### src/rtl/idiv_pkg.sv
package idiv_pkg;
  localparam int unsigned MODE_W   = 8;
  localparam int unsigned SIGN_BIT = 4;
  localparam int unsigned EXC_W    = 8;

  typedef enum logic [1:0] {
    POL_TRAP = 2'b00,
    POL_MIN  = 2'b01,
    POL_ZERO = 2'b10,
    POL_MAX  = 2'b11
  } corner_pol_e;

  localparam logic [EXC_W-1:0] EXC_NONE   = 8'h00;
  localparam logic [EXC_W-1:0] EXC_DIV0   = 8'h0A;
  localparam logic [EXC_W-1:0] EXC_SOVF   = 8'h0B;
endpackage

### src/rtl/idiv_corner.sv
module idiv_corner
  import idiv_pkg::*;
#(
  parameter int unsigned W = 32
) (
  input  logic [W-1:0]     dvd_i,
  input  logic [W-1:0]     dvs_i,
  input  logic [MODE_W-1:0] mode_i,
  output logic             hit_o,
  output logic             trap_o,
  output logic [EXC_W-1:0] code_o,
  output logic [W-1:0]     subst_o
);
  localparam logic [W-1:0] SMIN = {1'b1, {(W-1){1'b0}}};
  localparam logic [W-1:0] SMAX = {1'b0, {(W-1){1'b1}}};

  logic        sgn, zdiv, sovf;
  corner_pol_e pol;

  assign sgn  = mode_i[SIGN_BIT];
  assign zdiv = (dvs_i == '0);
  assign sovf = sgn && (dvd_i == SMIN) && (dvs_i == '1);

  always_comb begin
    pol    = POL_TRAP;
    code_o = EXC_NONE;
    if (zdiv) begin
      pol    = corner_pol_e'(mode_i[3:2]);
      code_o = EXC_DIV0;
    end else if (sovf) begin
      pol    = corner_pol_e'(mode_i[1:0]);
      code_o = EXC_SOVF;
    end
    case (pol)
      POL_MIN:  subst_o = sgn ? SMIN : '0;
      POL_MAX:  subst_o = sgn ? SMAX : '1;
      default:  subst_o = '0;
    endcase
  end

  assign hit_o  = zdiv || sovf;
  assign trap_o = hit_o && (pol == POL_TRAP);
endmodule

### src/rtl/idiv_core.sv
module idiv_core #(
  parameter int unsigned W = 32
) (
  input  logic         clk_i,
  input  logic         rst_ni,
  input  logic         load_i,
  input  logic [W-1:0] dvd_i,
  input  logic [W-1:0] dvs_i,
  output logic         fin_o,
  output logic [W-1:0] quo_o,
  output logic [W-1:0] rem_o
);
  localparam int unsigned CW = $clog2(W + 1);

  logic [W:0]    rem_q;
  logic [W-1:0]  quo_q, dvs_q;
  logic [CW-1:0] cnt_q;
  logic          fin_q;
  logic [W:0]    shifted, trial;
  logic          take;

  assign shifted = {rem_q[W-1:0], quo_q[W-1]};
  assign trial   = shifted - {1'b0, dvs_q};
  assign take    = !trial[W];  // no borrow

  always_ff @(posedge clk_i or negedge rst_ni) begin
    if (!rst_ni) begin
      rem_q <= '0;
      quo_q <= '0;
      dvs_q <= '0;
      cnt_q <= '0;
      fin_q <= 1'b0;
    end else if (load_i) begin
      rem_q <= '0;
      quo_q <= dvd_i;
      dvs_q <= dvs_i;
      cnt_q <= CW'(W);
      fin_q <= 1'b0;
    end else if (cnt_q != '0) begin
      rem_q <= take ? trial : shifted;
      quo_q <= {quo_q[W-2:0], take};
      cnt_q <= cnt_q - 1'b1;
      fin_q <= (cnt_q == CW'(1));
    end else begin
      fin_q <= 1'b0;
    end
  end

  assign fin_o = fin_q;
  assign quo_o = quo_q;
  assign rem_o = rem_q[W-1:0];
endmodule

### src/rtl/idiv_unit.sv
module idiv_unit
  import idiv_pkg::*;
#(
  parameter int unsigned W = 32
) (
  input  logic              clk_i,
  input  logic              rst_ni,
  input  logic              start_i,
  input  logic [W-1:0]      dividend_i,
  input  logic [W-1:0]      divisor_i,
  input  logic [MODE_W-1:0] mode_i,
  input  logic              rem_sel_i,
  output logic [W-1:0]      result_o,
  output logic              carry_o,
  output logic              ovf_o,
  output logic [EXC_W-1:0]  exc_o,
  output logic              res_valid_o,
  output logic              done_o
);
  logic             busy_q, neg_q_q, neg_r_q, sel_q;
  logic             accept, sgn, neg_a, neg_b;
  logic [W-1:0]     mag_a, mag_b;
  logic             hit, trap;
  logic [EXC_W-1:0] code;
  logic [W-1:0]     subst;
  logic             fin;
  logic [W-1:0]     quo, rem, quo_fix, rem_fix;

  assign accept = start_i && !busy_q;
  assign sgn    = mode_i[SIGN_BIT];
  assign neg_a  = sgn && dividend_i[W-1];
  assign neg_b  = sgn && divisor_i[W-1];
  assign mag_a  = neg_a ? -dividend_i : dividend_i;
  assign mag_b  = neg_b ? -divisor_i  : divisor_i;

  idiv_corner #(.W(W)) corner_i (
    .dvd_i  (dividend_i),
    .dvs_i  (divisor_i),
    .mode_i (mode_i),
    .hit_o  (hit),
    .trap_o (trap),
    .code_o (code),
    .subst_o(subst)
  );

  idiv_core #(.W(W)) core_i (
    .clk_i (clk_i),
    .rst_ni(rst_ni),
    .load_i(accept && !hit),
    .dvd_i (mag_a),
    .dvs_i (mag_b),
    .fin_o (fin),
    .quo_o (quo),
    .rem_o (rem)
  );

  assign quo_fix = neg_q_q ? -quo : quo;
  assign rem_fix = neg_r_q ? -rem : rem;

  always_ff @(posedge clk_i or negedge rst_ni) begin
    if (!rst_ni) begin
      busy_q      <= 1'b0;
      neg_q_q     <= 1'b0;
      neg_r_q     <= 1'b0;
      sel_q       <= 1'b0;
      result_o    <= '0;
      carry_o     <= 1'b0;
      ovf_o       <= 1'b0;
      exc_o       <= EXC_NONE;
      res_valid_o <= 1'b0;
      done_o      <= 1'b0;
    end else if (accept && hit) begin
      done_o      <= 1'b1;
      result_o    <= trap ? '0 : subst;
      carry_o     <= !trap;
      ovf_o       <= !trap;
      exc_o       <= trap ? code : EXC_NONE;
      res_valid_o <= !trap;
    end else if (accept) begin
      busy_q  <= 1'b1;
      neg_q_q <= neg_a ^ neg_b;
      neg_r_q <= neg_a;
      sel_q   <= rem_sel_i;
      done_o  <= 1'b0;
    end else if (busy_q && fin) begin
      busy_q      <= 1'b0;
      done_o      <= 1'b1;
      result_o    <= sel_q ? rem_fix : quo_fix;
      carry_o     <= 1'b0;
      ovf_o       <= 1'b0;
      exc_o       <= EXC_NONE;
      res_valid_o <= 1'b1;
    end else begin
      done_o <= 1'b0;
    end
  end
endmodule

### config.mk
export PLATFORM = sky130hd
export DESIGN_NAME = idiv_unit
export DESIGN_NICKNAME = d
export VERILOG_FILES = /design/src/rtl/idiv_pkg.sv /design/src/rtl/idiv_corner.sv /design/src/rtl/idiv_core.sv /design/src/rtl/idiv_unit.sv
export SDC_FILE = /design/constraint.sdc
export NUM_CORES = 1
export LEC_CHECK = 0
export BUFFER_PORTS_ARGS = -buffer_cell sky130_fd_sc_hd__buf_2
export CAP_MARGIN = 30
export CORE_MARGIN = 3
export CORE_UTILIZATION = 50
export CTS_CLUSTER_SIZE = 12
export DETAILED_ROUTE_END_ITERATION = 12
export GPL_ROUTABILITY_DRIVEN = 0
export GPL_TIMING_DRIVEN = 1
export PLACE_DENSITY = 0.69
export SLEW_MARGIN = 0
export SYNTH_ARGS = -nofsm -noshare
export SYNTH_HDL_FRONTEND = slang
export SYNTH_HIERARCHICAL = 1
export SYNTH_SLANG_ARGS = --single-unit
### constraint.sdc
create_clock -name clk_i -period 3.35 [get_ports clk_i]
set_clock_uncertainty 0.1 [all_clocks]
set_input_delay 0.1675 -clock clk_i [delete_from_list [all_inputs] [get_ports clk_i]]
set_output_delay 0.1675 -clock clk_i [all_outputs]
set_load 0.005 [all_outputs]
Word level (Yosys, flattened, before mapping) --
Cells that the tools add are included. W data, S select, Z words.
Cells by class: add/subtract/negate cells 6, multipliers 0, divide/modulo/power cells 0, order comparisons 0, equal/unequal tests 6, shift operators 0, mux-type cells 39, bitwise gates (word level) 2, reductions and logical operators 23
Operators with widths (number):
- $mux W32 | 16
- $neg A32 Y32 | 4
- $eq A32 B32 Y1 const B | 2
- $pmux W32 S2 | 1
- $mux W8 | 5
- $sub A33 B32 Y33 | 1
- $logic_not A32 Y1 | 1
- $mux W1 | 12
- $mux W6 | 2
- $logic_and A1 B1 Y1 | 9
- $eq A6 B1 Y1 const B | 1
- $reduce_and A2 Y1 | 3
- $reduce_bool A2 Y1 | 3
- $reduce_bool A6 Y1 | 1
- $sub A6 B1 Y6 const B | 1
- $logic_not A1 Y1 | 4
- $mux W2 | 2
- $mux W4 | 1
- $eq A2 B1 Y1 const B | 1
- $eq A2 B2 Y1 const B | 1
- $logic_not A2 Y1 | 1
- $ne A2 B1 Y1 const B | 1
- $logic_or A1 B1 Y1 | 1
- $not A1 Y1 | 1
- $xor A1 B1 Y1 | 1
Word-level totals: bits in registers 150, latch bits 0, memory bits (writable) 0, bits in read-only memories 0, memories kept 0

Logic depth before layout (Yosys ltp) --
word-level depth 9, gate-level depth with buffers 14, mapped depth without buffers 13

By module --
The synthesis kept the hierarchy.
By module, submodules not included:
- idiv_core | times used 1, cells each 729, area an instance 6493.7 sq um
- idiv_unit | times used 1, cells each 641, area an instance 5114.9 sq um
- idiv_corner | times used 1, cells each 83, area an instance 588.1 sq um

Worst setup path after synthesis --
No wires, ideal clock.
path kind input to register, start in dividend_i[14], end reg result_o[18], setup time 0.065 ns, data arrival time 2.972 ns, data required time 3.185 ns, slack 0.213 ns, stages 9, cell sequence or4_1 -> nor4_1 -> nand4_1 -> o2bb2ai_1 -> nor2b_1 -> buf_4 -> a21oi_1 -> o22ai_1 -> o22a_1
On the way: cells in the longest elaborated chain, start to end 9, elaborated cells on any way between the ends 17, classes of those cells eq/ne (4); mux (5); reduce/logical (8)
RTL lines:
- start, declared | RTL line idiv_unit.sv:9 | input logic [W-1:0] dividend_i,
- $eq A32 B32 Y1 (*) | RTL line idiv_corner.sv:22 | assign sovf = sgn && (dvd_i == SMIN) && (dvs_i == '1);
- $logic_and A1 B1 Y1 (*) (2 in a row) | RTL line idiv_corner.sv:22
- $mux W2 (*) | RTL line idiv_corner.sv:30 | end else if (sovf) begin
- $mux W2 (*) | RTL line idiv_corner.sv:27 | if (zdiv) begin
- $eq A2 B2 Y1 / $eq A2 B1 Y1 (equally long branches) | RTL line idiv_corner.sv:34 | case (pol)
- $pmux W32 S2 (*) | RTL line idiv_corner.sv:34
- net subst[18] | RTL line idiv_unit.sv:25 | logic [W-1:0] subst;
- $mux W32 (*) | RTL line idiv_unit.sv:74 | result_o <= trap ? '0 : subst;
- $mux W32 (*) | RTL line idiv_unit.sv:72 | end else if (accept && hit) begin
- end signal, assigned | RTL line idiv_unit.sv:74
- end signal, assigned | RTL line idiv_unit.sv:88 | result_o <= sel_q ? rem_fix : quo_fix;
- end, declared | RTL line idiv_unit.sv:13 | output logic [W-1:0] result_o,
The timed path passes the listed nets; every way through them passes the cells marked *. A chain may end at the register's enable or synchronous reset.

Final worst setup path --
start reg core_i.quo_q[31] (netlist: core_i/quo_o[31]), end reg core_i.rem_q[31]
On the way: cells in the longest elaborated chain, start to end 4
RTL lines:
- start, declared | RTL line idiv_core.sv:16 | logic [W-1:0] quo_q, dvs_q;
- start signal, assigned | RTL line idiv_core.sv:35 | quo_q <= dvd_i;
- start signal, assigned | RTL line idiv_core.sv:41 | quo_q <= {quo_q[W-2:0], take};
- $sub A33 B32 Y33 | RTL line idiv_core.sv:23 | assign trial = shifted - {1'b0, dvs_q};
- $mux W32 | RTL line idiv_core.sv:40 | rem_q <= take ? trial : shifted;
- $mux W32 | RTL line idiv_core.sv:39 | end else if (cnt_q != '0) begin
- $mux W32 | RTL line idiv_core.sv:33 | end else if (load_i) begin
- end signal, assigned | RTL line idiv_core.sv:40
- end, declared | RTL line idiv_core.sv:15 | logic [W:0] rem_q;
No other way between the ends. The select of a mux whose other input is x is not followed.

==> impl_metrics.env <==
export IMPL_synth_area_per_cell_sq_um=8.394
export IMPL_routed_wl_microns=35630
export IMPL_wl_per_cell_microns=18.78
export IMPL_nFillCells=2128
export IMPL_clock_latency_ns=0.44
export IMPL_slowest_stage="dfrtp_1"
export IMPL_area_growth_pct=14.69
export IMPL_p_leak_nw=6.289
export IMPL_syn_inst=1453
export IMPL_grt_pass1_wl_microns=57070
export IMPL_cp_slowest_stage_delay_ns=0.38
export IMPL_critPathBufInv=3
export IMPL_dp_hpwl_microns=26530
export IMPL_antenna_found_initial=0
export IMPL_antenna_cells=0
export IMPL_p_per_area_nw_per_um2=290.1
export IMPL_worst_setup_path_end_kind="flip-flop"
export IMPL_synth_edff_count=0
export IMPL_fp_dieArea_sq_um=26300
export IMPL_die_h_microns=162.2
export IMPL_syn_cell_area_sq_um=12200
export IMPL_setup_viol=0
export IMPL_ys_types=93
export IMPL_clockBufferDepth=2
export IMPL_cp_required_ns=3.57
export IMPL_max_freq_ghz=0.3117
export IMPL_crit_path_max_fanout=4
export IMPL_grt_pass1_vias=10590
export IMPL_crit_chain="inv_1 -> ha_1 -> inv_1 -> fa_2 -> a211oi_2 -> o21a_1 -> a21oi_2 -> buf_4 -> a211oi_4 -> nor2_1 -> a211oi_2 -> mux2i_1 -> nand4b_1 -> o211ai_1"
export IMPL_finalHoldViolations=0
export IMPL_grt_max_degree=116
export IMPL_worst_slew_pin_slew_ns=1.007
export IMPL_h_tree_depth=4
export IMPL_drcViolationCount=0
export IMPL_grt_overflow_total=0
export IMPL_clock_sinks=150
export IMPL_cts_tree="yes"
export IMPL_drt_vias_per_instance=5.985
export IMPL_num_vias=11350
export IMPL_ios=120
export IMPL_ys_seq_area_frac=0.3078
export IMPL_synth_flop_cell="dfrtp_1"
export IMPL_finalPower_w=0.004058
export IMPL_max_slew_margin_rel=0.3260
export IMPL_drv_cap=0
export IMPL_finalCriticalPeriod_ns=3.208
export IMPL_maxSlewViolCount=0
export IMPL_root_buffer="clkbuf_16"
export IMPL_crit_path_start_kind="flip-flop"
export IMPL_drive_above_1_share=0.1781
export IMPL_ys_ff_latch=150
export IMPL_cts_buffers=17
export IMPL_grtUsageTotal=0.2708
export IMPL_path_class="flip-flop to flip-flop"
export IMPL_critPathTopFamily="compound AO/OA/AOI/OAI gates"
export IMPL_tns_ns=0
export IMPL_async_flop_share=1.000
export IMPL_status="finished clean"
export IMPL_antenna_left=0
export IMPL_fin_crit_sh=0.9575
export IMPL_start_util=0.5135
export IMPL_path_clk_slew_ns=0.07
export IMPL_portBuffers=116
export IMPL_dpl_worst_slack_ns=0.03942
export IMPL_setup_slack_ns=0.1422
export IMPL_cp_arrival_ns=3.42
export IMPL_die_w_microns=162.2
export IMPL_rows=56
export IMPL_final_nets=1681
export IMPL_core_area_sq_um=23750
export IMPL_hold_class="input pin to flip-flop"
export IMPL_whs_ns=0.008052
export IMPL_ir_drop_uv=370.4
export IMPL_yosysWarnings=6
export IMPL_drtIter0Drc=1032
export IMPL_drt_pass1_iter_count=6
## cell usage in the layout (no fill, tap or decap), drive strengths merged, types with 5 or more instances in the layout
cell type / synthesis / routed
o41ai: 23 / 23
buf: 56 / 187
or4: 20 / 20
mux2i: 58 / 58
a31oi: 13 / 13
and2: 12 / 12
nand3b: 6 / 6
nor2: 120 / 120
nor4: 24 / 24
nand2: 144 / 144
nor2b: 9 / 9
a221oi: 8 / 8
nand3: 18 / 18
nand4b: 7 / 7
nand4: 14 / 14
o31ai: 24 / 24
a22o: 8 / 8
a22oi: 10 / 10
o21ai: 124 / 124
conb: 1 / 5
a211oi: 34 / 34
clkinv: 2 / 7
a21oi: 99 / 99
inv: 62 / 70
or3: 14 / 14
nand2b: 10 / 10
mux2: 5 / 5
xor2: 51 / 51
xnor2: 87 / 87
clkbuf: 58 / 17
dlygate4sd3: 0 / 16
dfrtp: 150 / 150
o21a: 9 / 9
ha: 39 / 39
or2: 7 / 7
a21o: 12 / 12
nor3: 26 / 26
o211ai: 15 / 15
and3: 11 / 11
## worst reg2reg max path: cells and delay by family (launching register included)
kind                       cells  cell delay [ns]
muxes                          1             0.26
buffers and inverters          3             0.30
adders and majority gates      2             0.52
DFF                            1             0.38
AOI/OAI and AO/OA              6             1.25
and+or+nand+nor                2             0.28
## worst paths after layout
path / start / end / slack, ns / cells after the start
max reg2reg: core_i/quo_o[31] / core_i/rem_q[31] / 0.14 / 14
min: divisor_i[26] / core_i/dvs_q[26] / 0.008 / 4
max: core_i/quo_o[31] / core_i/rem_q[31] / 0.14 / 14
max in group asynchronous: rst_ni / core_i/quo_o[25] / 2.11 / 3
min reg2reg: result_o[1] / result_o[1] / 0.38 / 2
min in group asynchronous: rst_ni / core_i/rem_q[21] / 0.20 / 2
## where the power goes
group / switching (W) / internal [W]
logic: 0.000177 / 0.000112
registers: 0.0000000000000678 / 0.00181
clock network: 0.000902 / 0.00106
total: 0.00108 / 0.00298
## layout make-up
type	instances	area (sq um)	share of cell area
Clock buffer	17	425.4	0.03041
Inverter	64	242.7	0.01735
Tap cell	319	399.1	0.02853
Sequential cell	150	3754	0.2683
Multi-Input combinational cell	1129	7652	0.5470
Clock inverter	15	161.4	0.01154
Timing Repair Buffer	203	1354	0.09678
## state kept, by name (all words and copies together), names as in the netlist
register and flops:
neg_r_q 1, core_i/quo_o 32, sel_q 1, neg_q_q 1, done_o 1, result_o 32
core_i/rem_q 32, ovf_o 1, core_i/fin_o 1, core_i/dvs_q 32, core_i/cnt_q 6, busy_q 1
res_valid_o 1, exc_o 8
## synthesized netlist by cell type (all sizes together), types with 4 or more instances
cell type | count | area, sq um
a211oi | 34 | 280.3
a21o | 12 | 90.09
a21oi | 99 | 495.5
a221oi | 8 | 76.32
a222oi | 4 | 40.04
a22o | 8 | 70.07
a22oi | 10 | 75.07
a311oi | 4 | 41.29
a31oi | 13 | 81.33
and2 | 12 | 75.07
and3 | 11 | 68.82
buf | 56 | 402.9
clkbuf | 58 | 217.7
dfrtp | 150 | 3754
ha | 39 | 488.0
inv | 62 | 232.7
mux2 | 5 | 56.30
mux2i | 58 | 580.6
nand2 | 144 | 545.5
nand2b | 10 | 62.56
nand3 | 18 | 95.09
nand3b | 6 | 45.04
nand4 | 14 | 87.58
nand4b | 7 | 61.31
nor2 | 120 | 455.4
nor2b | 9 | 56.30
nor3 | 26 | 146.4
nor4 | 24 | 187.7
o211ai | 15 | 112.6
o21a | 9 | 67.56
o21ai | 124 | 620.6
o21bai | 4 | 30.03
o31ai | 24 | 200.2
o41ai | 23 | 261.5
or2 | 7 | 43.80
or3 | 14 | 97.59
or4 | 20 | 168.9
xnor2 | 87 | 762.0
xor2 | 51 | 446.7
## timing repair
action | CTS | global route
resized for setup | 0 | 13
hold buffers | 16 | 0
endpoints found under the setup margin | 0 | 50
endpoints found under the hold margin | 84 | 0
buffers inserted | 0 | 2
## metal layers
| metal | vias to the layer above | global-route usage | wire (microns) |
|---|---|---|---|
| met4 | 0 | 0.08530 | 924 |
| met1 | 5436 | 0.3992 | 16880 |
| met5 | - | 0 | 0 |
| li1 | 5467 | - | - |
| met2 | 400 | 0.4146 | 15690 |
| met3 | 51 | 0.03494 | 2140 |
## logic make-up (layout without fill, tap and decap cells)
logic type,Yosys count,after routing,share of synthesized area
AOI/OAI and AO/OA,426,426,0.2348
DFF,150,150,0.3078
muxes,63,63,0.05222
adders and majority gates,40,40,0.04165
buffers and inverters,178,299,0.07058
xor gates and xnor gates,138,138,0.09910
other,1,5,0.0003075
and+or+nand+nor,457,457,0.1936
## metrics by stage
step                std cells  utilization  instance area (sq um)
global placement         1846       0.5541                  13160
detailed placement       1847       0.5547                  13180
CTS                      1895       0.5862                  13920
finish                   1897       0.5889                  13990
floorplan                1457            -                  12210
global route             1897       0.5889                  13990
(Power assumes the default switching activity.)
